File: config.mk
export PLATFORM = sky130hd
export DESIGN_NAME = owm_slot_engine
export DESIGN_NICKNAME = d
export VERILOG_FILES = /design/src/rtl/owm_pkg.sv /design/src/rtl/owm_tick_gen.sv /design/src/rtl/owm_glitch_filter.sv /design/src/rtl/owm_slot_engine.sv
export SDC_FILE = /design/constraint.sdc
export NUM_CORES = 1
export LEC_CHECK = 0
export BUFFER_PORTS_ARGS = -buffer_cell sky130_fd_sc_hd__buf_4
export CAP_MARGIN = 10
export CELL_PAD_IN_SITES_DETAIL_PLACEMENT = 1
export CELL_PAD_IN_SITES_GLOBAL_PLACEMENT = 1
export CORE_ASPECT_RATIO = 0.7
export CORE_MARGIN = 10
export CORE_UTILIZATION = 35
export CTS_BUF_LIST = sky130_fd_sc_hd__clkbuf_8 sky130_fd_sc_hd__clkbuf_16
export DETAILED_ROUTE_END_ITERATION = 8
export GPL_TIMING_DRIVEN = 0
export PLACE_DENSITY = 0.74
export REMOVE_ABC_BUFFERS = 1
export SLEW_MARGIN = 5
export SYNTH_ARGS = -nofsm -noshare
export SYNTH_HDL_FRONTEND = slang
export SYNTH_SLANG_ARGS = --single-unit
File: constraint.sdc
create_clock -name clk -period 5.15 [get_ports clk]
set_clock_uncertainty 0.05 [all_clocks]
set_input_delay 0.2575 -clock clk [delete_from_list [all_inputs] [get_ports clk]]
set_output_delay 0.2575 -clock clk [all_outputs]
set_load 0.02 [all_outputs]
File: src/rtl/owm_pkg.sv
`timescale 1ns/1ps
package owm_pkg;
  typedef enum logic [1:0] {
    OP_RESET = 2'd0,
    OP_WRBIT = 2'd1,
    OP_RDBIT = 2'd2,
    OP_XBYTE = 2'd3
  } owm_op_e;

  typedef enum logic [2:0] {
    ST_IDLE,
    ST_RST_LEAD,
    ST_RST_LOW,
    ST_RST_WAIT,
    ST_SLOT_LOW,
    ST_SLOT_REL,
    ST_RECOVER
  } owm_state_e;
endpackage

File: src/rtl/owm_tick_gen.sv
`timescale 1ns/1ps
module owm_tick_gen #(
  parameter int DIV = 80
) (
  input  logic clk,
  input  logic rst,
  input  logic en,
  input  logic clr,
  output logic tick
);
  localparam int CW = $clog2(DIV + 1);

  logic [CW-1:0] cnt;

  assign tick = en && (cnt == CW'(DIV - 1));

  always_ff @(posedge clk) begin
    if (rst || !en || clr) cnt <= '0;
    else if (tick)         cnt <= '0;
    else                   cnt <= cnt + 1'b1;
  end
endmodule

File: src/rtl/owm_glitch_filter.sv
`timescale 1ns/1ps
module owm_glitch_filter #(
  parameter int FILT_CYC = 10
) (
  input  logic clk,
  input  logic rst,
  input  logic raw,
  output logic level
);
  localparam int CW = $clog2(FILT_CYC + 1);

  logic          s1, s2;
  logic [CW-1:0] cnt;

  always_ff @(posedge clk) begin
    if (rst) begin
      s1    <= 1'b1;
      s2    <= 1'b1;
      level <= 1'b1;
      cnt   <= '0;
    end else begin
      s1 <= raw;
      s2 <= s1;
      if (s2 == level) begin
        cnt <= '0;
      end else if (cnt == CW'(FILT_CYC - 1)) begin
        level <= s2;
        cnt   <= '0;
      end else begin
        cnt <= cnt + 1'b1;
      end
    end
  end
endmodule

File: src/rtl/owm_slot_engine.sv
`timescale 1ns/1ps
module owm_slot_engine
  import owm_pkg::*;
#(
  parameter int CLK_PER_US    = 80,
  parameter int RST_LEAD_US   = 60,
  parameter int RST_LOW_US    = 600,
  parameter int RST_WAIT_US   = 600,
  parameter int PRES_MIN_US   = 100,
  parameter int PRES_MAX_US   = 200,
  parameter int SLOT_LONG_US  = 70,
  parameter int SLOT_SHORT_US = 3,
  parameter int READ_THR_US   = 20,
  parameter int FILT_CYC      = 10,
  parameter int TIMEOUT_US    = 10000
) (
  input  logic       clk,
  input  logic       rst,
  input  logic       start,
  input  logic [1:0] op,
  input  logic [7:0] wdata,
  input  logic       bus_in,
  output logic       bus_drive_low,
  output logic       busy,
  output logic       done,
  output logic [7:0] rdata,
  output logic       presence,
  output logic       err_idle,
  output logic       err_timeout
);
  localparam int M1     = (RST_LOW_US > RST_WAIT_US) ? RST_LOW_US : RST_WAIT_US;
  localparam int M2     = (M1 > RST_LEAD_US) ? M1 : RST_LEAD_US;
  localparam int PH_MAX = (M2 > SLOT_LONG_US) ? M2 : SLOT_LONG_US;
  localparam int PH_W   = $clog2(PH_MAX + 1);
  localparam int TMO_W  = $clog2(TIMEOUT_US + 1);
  localparam int LC_W   = $clog2(READ_THR_US + 1) + 1;
  localparam int PL_W   = $clog2(PRES_MAX_US + 1) + 1;
  localparam logic [LC_W-1:0] LC_SAT = '1;
  localparam logic [PL_W-1:0] PL_SAT = '1;

  owm_state_e      state;
  owm_op_e         op_q;
  logic            tick, restart, filt;
  logic [PH_W-1:0] ph_cnt, phase_len;
  logic [TMO_W-1:0] tmo_cnt;
  logic [2:0]      bit_idx;
  logic [7:0]      tx_q, sh;
  logic [LC_W-1:0] low_cnt;
  logic [PL_W-1:0] pres_len;
  logic            seen_high, in_pulse, pres_done;
  logic            cur_bit, phase_end, tmo_hit, slot_bit, more_bits, pres_ok, in_slot;

  owm_tick_gen #(.DIV(CLK_PER_US)) u_tick (
    .clk(clk), .rst(rst), .en(state != ST_IDLE), .clr(restart), .tick(tick)
  );

  owm_glitch_filter #(.FILT_CYC(FILT_CYC)) u_filt (
    .clk(clk), .rst(rst), .raw(bus_in), .level(filt)
  );

  always_comb begin
    cur_bit = tx_q[bit_idx];
    case (state)
      ST_RST_LEAD: phase_len = PH_W'(RST_LEAD_US);
      ST_RST_LOW:  phase_len = PH_W'(RST_LOW_US);
      ST_RST_WAIT: phase_len = PH_W'(RST_WAIT_US);
      ST_SLOT_LOW: phase_len = cur_bit ? PH_W'(SLOT_SHORT_US) : PH_W'(SLOT_LONG_US);
      ST_SLOT_REL: phase_len = cur_bit ? PH_W'(SLOT_LONG_US) : PH_W'(SLOT_SHORT_US);
      default:     phase_len = PH_W'(PH_MAX);
    endcase
    phase_end = tick && (ph_cnt == phase_len - PH_W'(1));
    tmo_hit   = tick && (tmo_cnt == TMO_W'(TIMEOUT_US - 1));
    slot_bit  = (low_cnt < LC_W'(READ_THR_US));
    more_bits = (op_q == OP_XBYTE) && (bit_idx != 3'd7);
    restart   = (state == ST_RECOVER) && filt && more_bits && !tmo_hit;
    pres_ok   = pres_done && (pres_len > PL_W'(PRES_MIN_US)) && (pres_len < PL_W'(PRES_MAX_US));
    in_slot   = (state == ST_SLOT_LOW) || (state == ST_SLOT_REL) || (state == ST_RECOVER);
  end

  always_ff @(posedge clk) begin
    if (rst) begin
      state         <= ST_IDLE;
      op_q          <= OP_RESET;
      ph_cnt        <= '0;
      tmo_cnt       <= '0;
      bit_idx       <= '0;
      tx_q          <= '0;
      sh            <= '0;
      low_cnt       <= '0;
      pres_len      <= '0;
      seen_high     <= 1'b0;
      in_pulse      <= 1'b0;
      pres_done     <= 1'b0;
      bus_drive_low <= 1'b0;
      busy          <= 1'b0;
      done          <= 1'b0;
      rdata         <= '0;
      presence      <= 1'b0;
      err_idle      <= 1'b0;
      err_timeout   <= 1'b0;
    end else begin
      done <= 1'b0;

      if (tick) tmo_cnt <= tmo_cnt + 1'b1;
      if (phase_end)  ph_cnt <= '0;
      else if (tick)  ph_cnt <= ph_cnt + 1'b1;
      if (in_slot && tick && !filt && low_cnt != LC_SAT) low_cnt <= low_cnt + 1'b1;

      if (state == ST_RST_WAIT) begin
        if (filt && !in_pulse) seen_high <= 1'b1;
        if (seen_high && !filt && !pres_done) in_pulse <= 1'b1;
        if (in_pulse && filt) pres_done <= 1'b1;
        if (tick && in_pulse && !pres_done && !filt && pres_len != PL_SAT)
          pres_len <= pres_len + 1'b1;
      end

      case (state)
        ST_IDLE: begin
          if (start) begin
            if (!filt) begin
              done        <= 1'b1;
              err_idle    <= 1'b1;
              err_timeout <= 1'b0;
              presence    <= 1'b0;
              rdata       <= '0;
            end else begin
              busy      <= 1'b1;
              op_q      <= owm_op_e'(op);
              bit_idx   <= '0;
              ph_cnt    <= '0;
              tmo_cnt   <= '0;
              low_cnt   <= '0;
              sh        <= '0;
              pres_len  <= '0;
              seen_high <= 1'b0;
              in_pulse  <= 1'b0;
              pres_done <= 1'b0;
              case (owm_op_e'(op))
                OP_WRBIT: tx_q <= {7'd0, wdata[0]};
                OP_RDBIT: tx_q <= 8'h01;
                OP_XBYTE: tx_q <= wdata;
                default:  tx_q <= 8'h00;
              endcase
              if (owm_op_e'(op) == OP_RESET) begin
                state         <= ST_RST_LEAD;
                bus_drive_low <= 1'b0;
              end else begin
                state         <= ST_SLOT_LOW;
                bus_drive_low <= 1'b1;
              end
            end
          end
        end
        ST_RST_LEAD: if (phase_end) begin state <= ST_RST_LOW;  bus_drive_low <= 1'b1; end
        ST_RST_LOW:  if (phase_end) begin state <= ST_RST_WAIT; bus_drive_low <= 1'b0; end
        ST_RST_WAIT: if (phase_end) state <= ST_RECOVER;
        ST_SLOT_LOW: if (phase_end) begin state <= ST_SLOT_REL; bus_drive_low <= 1'b0; end
        ST_SLOT_REL: if (phase_end) state <= ST_RECOVER;
        ST_RECOVER: begin
          if (filt) begin
            if (more_bits) begin
              sh            <= {slot_bit, sh[7:1]};
              bit_idx       <= bit_idx + 1'b1;
              low_cnt       <= '0;
              ph_cnt        <= '0;
              state         <= ST_SLOT_LOW;
              bus_drive_low <= 1'b1;
            end else begin
              state       <= ST_IDLE;
              busy        <= 1'b0;
              done        <= 1'b1;
              err_idle    <= 1'b0;
              err_timeout <= 1'b0;
              case (op_q)
                OP_RESET: begin presence <= pres_ok; rdata <= '0; end
                OP_XBYTE: begin presence <= 1'b0; rdata <= {slot_bit, sh[7:1]}; end
                default:  begin presence <= 1'b0; rdata <= {7'd0, slot_bit}; end
              endcase
            end
          end
        end
        default: state <= ST_IDLE;
      endcase

      if (state != ST_IDLE && tmo_hit) begin
        state         <= ST_IDLE;
        busy          <= 1'b0;
        done          <= 1'b1;
        bus_drive_low <= 1'b0;
        err_idle      <= 1'b0;
        err_timeout   <= 1'b1;
        presence      <= 1'b0;
        rdata         <= '0;
      end
    end
  end
endmodule

[After elaboration in Yosys (flattened, before gate mapping)]
Index checks and enable logic that the tools add are counted.
Storage, ports and cells
  register bits after elaboration: 94
  output and inout port bits: 14
  bits of input ports: 14
  logic and storage cells: 219
Cells by class
  add/sub/neg operators: 8
  bitwise operators: 1
  reductions and logical operators: 50
  multiplexer cells: 99
  equal/unequal tests: 33
  magnitude comparators: 4
Operators with widths (number)
  two-way mux 8 bit: 8
  two-way mux 10 bit: 6
  two-way mux 14 bit: 4
  one-hot mux 8 bit (2 select lines): 3
  two-way mux 9 bit: 5
  two-way mux 1 bit: 40
  two-way mux 3 bit: 13
  two-way mux 6 bit: 5
  one-hot mux 10 bit (3 select lines): 1
  one-hot mux 8 bit (3 select lines): 1
  logical AND 1 bit: 21
  one-hot mux 10 bit (2 select lines): 1
  AND reduction 5 bit: 4
  one-hot mux 3 bit (6 select lines): 1
  adder 14 x 1 -> 14 bit (second input constant): 1
  equality test 14 bit (second input constant): 1
  two-way mux 7 bit: 2
  inequality test 2 bit (second input constant): 7
  AND reduction 7 bit: 2
  one-hot mux 6 bit (2 select lines): 1
  adder 10 x 1 -> 10 bit (second input constant): 1
  equality test 10 bit: 1
  one-hot mux 1 bit (2 select lines): 5
  subtractor 10 x 1 -> 10 bit (second input constant): 1
  38 further kinds: 60

[Longest topological paths before layout]
  depth in word-level cells: 11
  mapped depth: 13
  mapped depth without buffers: 11

[By module]
A second synthesis with hierarchy kept.
Unflattened totals
  cells, all modules: 536
  area, all modules: 4571.9 um^2
By module, submodules not included
  owm_slot_engine: area an instance 3972.6 um^2, instances 1, cells an instance 476, seq. area each 1581.5 um^2
  owm_tick_gen: area an instance 337.8 um^2, instances 1, cells an instance 35, seq. area each 140.1 um^2
  owm_glitch_filter: area an instance 261.5 um^2, instances 1, cells an instance 25, seq. area each 140.1 um^2

[Least setup slack after synthesis]
Ideal clock, no wire load.
  path type: reg2reg
  start: reg bit_idx[0]
  end: reg bus_drive_low
  clock period less this slack: 3.479 ns
  path buffers: 2
  data required time: 5.026 ns
  slack: 1.671 ns
  library setup time: 0.074 ns
  arrival time: 3.355 ns
  stages on the path, launching flop included: 14
  path through: dfxtp_1 -> mux4_2 -> mux2i_1 -> xnor2_1 -> or2_2 -> ha_1 -> buf_2 -> xnor2_1 -> nor3_2 -> o22ai_1 -> or3_1 -> buf_2 -> or4b_1 -> a31oi_1
On the way
  word-level cells in the longest chain between the ends: 9
  elaborated cells between the ends (all ways): 14
  those cells by class: add/sub (1); eq/ne (5); mux (5); reduce/logical (3)
RTL lines
  from (decl): line owm_slot_engine.sv:46  | logic [2:0] bit_idx;
  from (signal assigned): line owm_slot_engine.sv:163  | bit_idx <= bit_idx + 1'b1;
  binary-select mux 1 bit (select 3 bit): line owm_slot_engine.sv:62  | cur_bit = tx_q[bit_idx];
  two-way mux 1 bit (implied by the code): line owm_slot_engine.sv:62
  two-way mux 7 bit (on tied branches): line owm_slot_engine.sv:68, owm_slot_engine.sv:67
  one-hot mux 10 bit (3 select lines): line owm_slot_engine.sv:63  | case (state)
  subtractor 10 x 1 -> 10 bit: line owm_slot_engine.sv:71  | phase_end = tick && (ph_cnt == phase_len - PH_W'(1));
  equality test 10 bit: line owm_slot_engine.sv:71
  logical AND 1 bit: line owm_slot_engine.sv:71
  inequality test 2 bit (no source line) or inequality test 2 x 1 -> 1 bit (tied branches)
  AND reduction 7 bit (no source line) (*)
  to (signal assigned): line owm_slot_engine.sv:94  | bus_drive_low <= 1'b0;
  to (signal assigned): line owm_slot_engine.sv:146  | bus_drive_low <= 1'b0;
  to (signal assigned): line owm_slot_engine.sv:149  | bus_drive_low <= 1'b1;
  to (decl): line owm_slot_engine.sv:23  | output logic bus_drive_low,
Every way passes the cells marked *; elsewhere a longest branch is shown, timed or not. The select of a mux whose other input is x is not followed.
A chain may end at the register's enable or synchronous reset.

[Final worst setup path]
  start: reg bit_idx[0]
  end: reg ph_cnt[7]
On the way
  word-level cells in the longest chain between the ends: 11
  elaborated cells between the ends (all ways): 16
  those cells by class: add/sub (1); eq/ne (2); mux (11); reduce/logical (2)
RTL lines
  binary-select mux 1 bit (select 3 bit): line owm_slot_engine.sv:62
  two-way mux 1 bit (implied by the code): line owm_slot_engine.sv:62
  two-way mux 7 bit (on tied branches): line owm_slot_engine.sv:68, owm_slot_engine.sv:67
  one-hot mux 10 bit (3 select lines): line owm_slot_engine.sv:63
  subtractor 10 x 1 -> 10 bit: line owm_slot_engine.sv:71
  equality test 10 bit: line owm_slot_engine.sv:71
  logical AND 1 bit: line owm_slot_engine.sv:71
  two-way mux 10 bit: line owm_slot_engine.sv:105  | if (phase_end) ph_cnt <= '0;
  two-way mux 10 bit (on tied branches): line owm_slot_engine.sv:161, owm_slot_engine.sv:120
  two-way mux 10 bit (on tied branches): line owm_slot_engine.sv:160, owm_slot_engine.sv:119
  one-hot mux 10 bit (2 select lines) (*): line owm_slot_engine.sv:117  | case (state)
  to (signal assigned): line owm_slot_engine.sv:106  | else if (tick) ph_cnt <= ph_cnt + 1'b1;
  to (decl): line owm_slot_engine.sv:44  | logic [PH_W-1:0] ph_cnt, phase_len;
Marked as above.

==> flow_metrics.tcl <==
set metrics [dict create \
    synth_cell_types 52 \
    cpMostUsedCell "xnor2_1" \
    grt_usage 0.129 \
    ir_drop_mv 0.166 \
    wl_met3_um 451 \
    drc 0 \
    portBuffers 27 \
    period_needed_ns 4.02 \
    yosysTopAreaCellShare 0.431 \
    share_comb_of_total_power 0.057 \
    synth_flop_cell "dfxtp_1" \
    netlist_area_um2 4320 \
    hold_path.class "primary input to flop" \
    synth_edf_count 0 \
    n_fill_cell 1405 \
    rsz0062_at_grt "false" \
    clock_sinks 93 \
    syn_to_final_growth_pct 14.5 \
    slew_viol_final 0 \
    routed_via_density 5.39 \
    async_flop_share 0 \
    cts_hold_buffers 0 \
    avgSynthCellArea_um2 8.79 \
    antenna_found_initial 0 \
    die_w_um 153 \
    clk_latency_ns 0.35 \
    synthMuxAreaShare 0.0386 \
    via_count 3586 \
    grt_pass1_vias 3752 \
    ios 28 \
    yosysMostFrequentCell "dfxtp_1" \
    instances_no_fill 665 \
    num_rows 33 \
    grt_max_degree 27 \
    netlist_top_cells_count "dfxtp_1 (93), nor2_1 (86), nand2_1 (38)" \
    htree_levels 3 \
    finalSetupViolCount 0 \
    p_sw_frac 0.221 \
    p_seq_frac 0.463 \
    ys_warn_count 0 \
    crit_path_top_delay_cell "o31ai_2" \
    core_area_um2 11900 \
    cts_resized 0 \
    wirelength_um 11000 \
    status "completed" \
    synth-compound-area-share 0.106 \
    dpl.hpwl_um 7940 \
    clkPwrFrac 0.480 \
    dp_slack_ns 1.15 \
    post_cts_buffers 0 \
    slew_headroom 0.321 \
    switchingPower_mw 0.351 \
    place_congestion 0.835 \
    synth_xor_area_frac 0.0913 \
    cts_tree "yes" \
    p_per_area_nw_per_um2 322 \
    crit_arrival_ns 4.15 \
    grt_pass1_wl_um 18900 \
    start_util 0.363 \
    drive_above_1_share 0.114 \
    worstMarginPinSlew_ns 1.02 \
    timing.final.ws_setup_ns 1.13 \
    crit_chain "mux4_2 -> mux2i_1 -> xnor2_1 -> or2_2 -> ha_1 -> xnor2_1 -> a21oi_1 -> o22ai_1 -> or3_1 -> o31ai_2 -> nor2_1" \
    die_h_um 113 \
    wl_met2_um 5190 \
    routedLengthMet1_um 5220 \
    ys_ff_latch 93 \
    cts_made_buffers 9 \
    max_freq_mhz 249 \
    synth_top_family_by_area "simple AND/OR/NAND/NOR gates" \
    drtIter0Drc 205 \
    synth.area.top_cells "dfxtp_1 (43%), nor2_1 (7.5%), xor2_1 (5.3%)" \
    synth_seq_area_share 0.431 \
    p_int_mw 1.24 \
    worstSetupStartpointType "flop" \
    yosys.area_share.simple 0.253 \
    drt_pass1_iterations 4 \
    post-route-period-util 0.780 \
    slowest_delay_ns 0.70 \
    power.leakage_nw 1.85 \
    timing.setup.tns_ns 0 \
    dieArea_um2 17200 \
    maxCapViolCount 0 \
    crit_type "flop to flop" \
    cp_max_fo 10 \
    detail_route.wl_per_cell_um 16.5 \
    ant_nets 0 \
    cp-end-kind "flop" \
    grt_overflow 0 \
    dpl.cell_count 649 \
    required_ns 5.29 \
    topRoutingLayerUsed "met4" \
    n_antenna_cell 0 \
    yosys.area_share.adder 0.0406 \
    root_buffer "clkbuf_16" \
    hold_viol_final 0 \
    yosysTopAreaCell "dfxtp_1" \
    clk_pin_slew_ns 0.06 \
    cts_buffer_depth 2 \
    synthCells 491 \
    nets 531 \
]
[cell usage in the layout (no fill, tap or decap), drive strengths merged, types with 2 or more instances in the layout]
master and count:
a21oi 19, a22o 15, a31oi 5, and2 2, and3 12, and4 2, and4b 2, buf 27
bufinv 3, clkbuf 9, dfxtp 93, ha 14, inv 16, mux2i 11, mux4 2, nand2 38
nand2b 2, nand3 16, nand4 22, nand4b 2, nor2 86, nor2b 3, nor3 13, nor3b 3
nor4 4, o211ai 2, o21ai 5, o221ai 3, o22ai 3, o311ai 2, o31ai 3, or2 6
or3 4, xnor2 19, xor2 26
[cells by family after synthesis]
| family | Yosys count |
|---|---|
| muxes | 14 |
| DFF | 93 |
| buffers and inverters | 39 |
| and+or+nand+nor | 221 |
| AOI/OAI and AO/OA | 65 |
| xor gates and xnor gates | 45 |
| adders and majority gates | 14 |
[per-layer routing]
layer | track usage | vias to the layer above
li1 | - | 1739
met1 | 0.164 | 1789
met2 | 0.207 | 49
met3 | 0.0412 | 9
met4 | 0.0285 | 0
met5 | 0 | -
[critical path: cells and delay by family, from the launching register on]
family,cells,cell delay [ns]
muxes,2,0.80
xor gates and xnor gates,2,0.35
AOI/OAI and AO/OA,3,1.03
and+or+nand+nor,3,0.88
DFF,1,0.44
adders and majority gates,1,0.31
[power by group through the flow]
stage	logic, mW	registers [mW]	clock network (mW)
3_3_place_gp	0.0871	0.752	0
6_report	0.0906	0.736	0.762
5_1_grt	0.0998	0.737	0.814
2_1_floorplan	0.0565	0.751	0
4_1_cts	0.0910	0.736	0.774
3_5_place_dp	0.0904	0.752	0
[layout make-up]
type,instances,area [um^2],share of cell area
Sequential cell,93,1860,0.377
Clock buffer,9,225,0.0456
Timing Repair Buffer,27,203,0.0410
Multi-Input combinational cell,359,2290,0.463
Tap cell,157,196,0.0397
Inverter,13,48.8,0.00987
Clock inverter,7,120,0.0243
[flip-flops by register name, indices dropped and copies added, names as in the netlist, 2 cells and up]
register / cells
bit_idx: 3
low_cnt: 6
op_q: 2
ph_cnt: 10
pres_len: 9
rdata: 8
sh: 7
state: 3
tmo_cnt: 14
tx_q: 8
u_filt.cnt: 4
u_tick.cnt: 7
[worst paths after layout]
check             start         to  slack, ns  cells after the start
max          bit_idx[0]  ph_cnt[7]       1.13                     11
min              bus_in  u_filt.s1       0.06                      2
max reg2reg  bit_idx[0]  ph_cnt[7]       1.13                     11
min reg2reg   u_filt.s1  u_filt.s2       0.36                      1
[per-stage QoR]
| stage | hold WS, ns | cell area (um^2) | util | power, mW |
|---|---|---|---|---|
| after floorplan | 0.280 | 4200 | - | 0.808 |
| after global placement | 0.352 | 4600 | 0.387 | 0.839 |
| after detailed placement | 0.349 | 4600 | 0.387 | 0.843 |
| after CTS | 0.0467 | 4940 | 0.416 | 1.60 |
| after global routing | 0.0454 | 4940 | 0.416 | 1.65 |
| final | 0.0553 | 4940 | 0.416 | 1.59 |
Power figures use the tool's default switching activity.
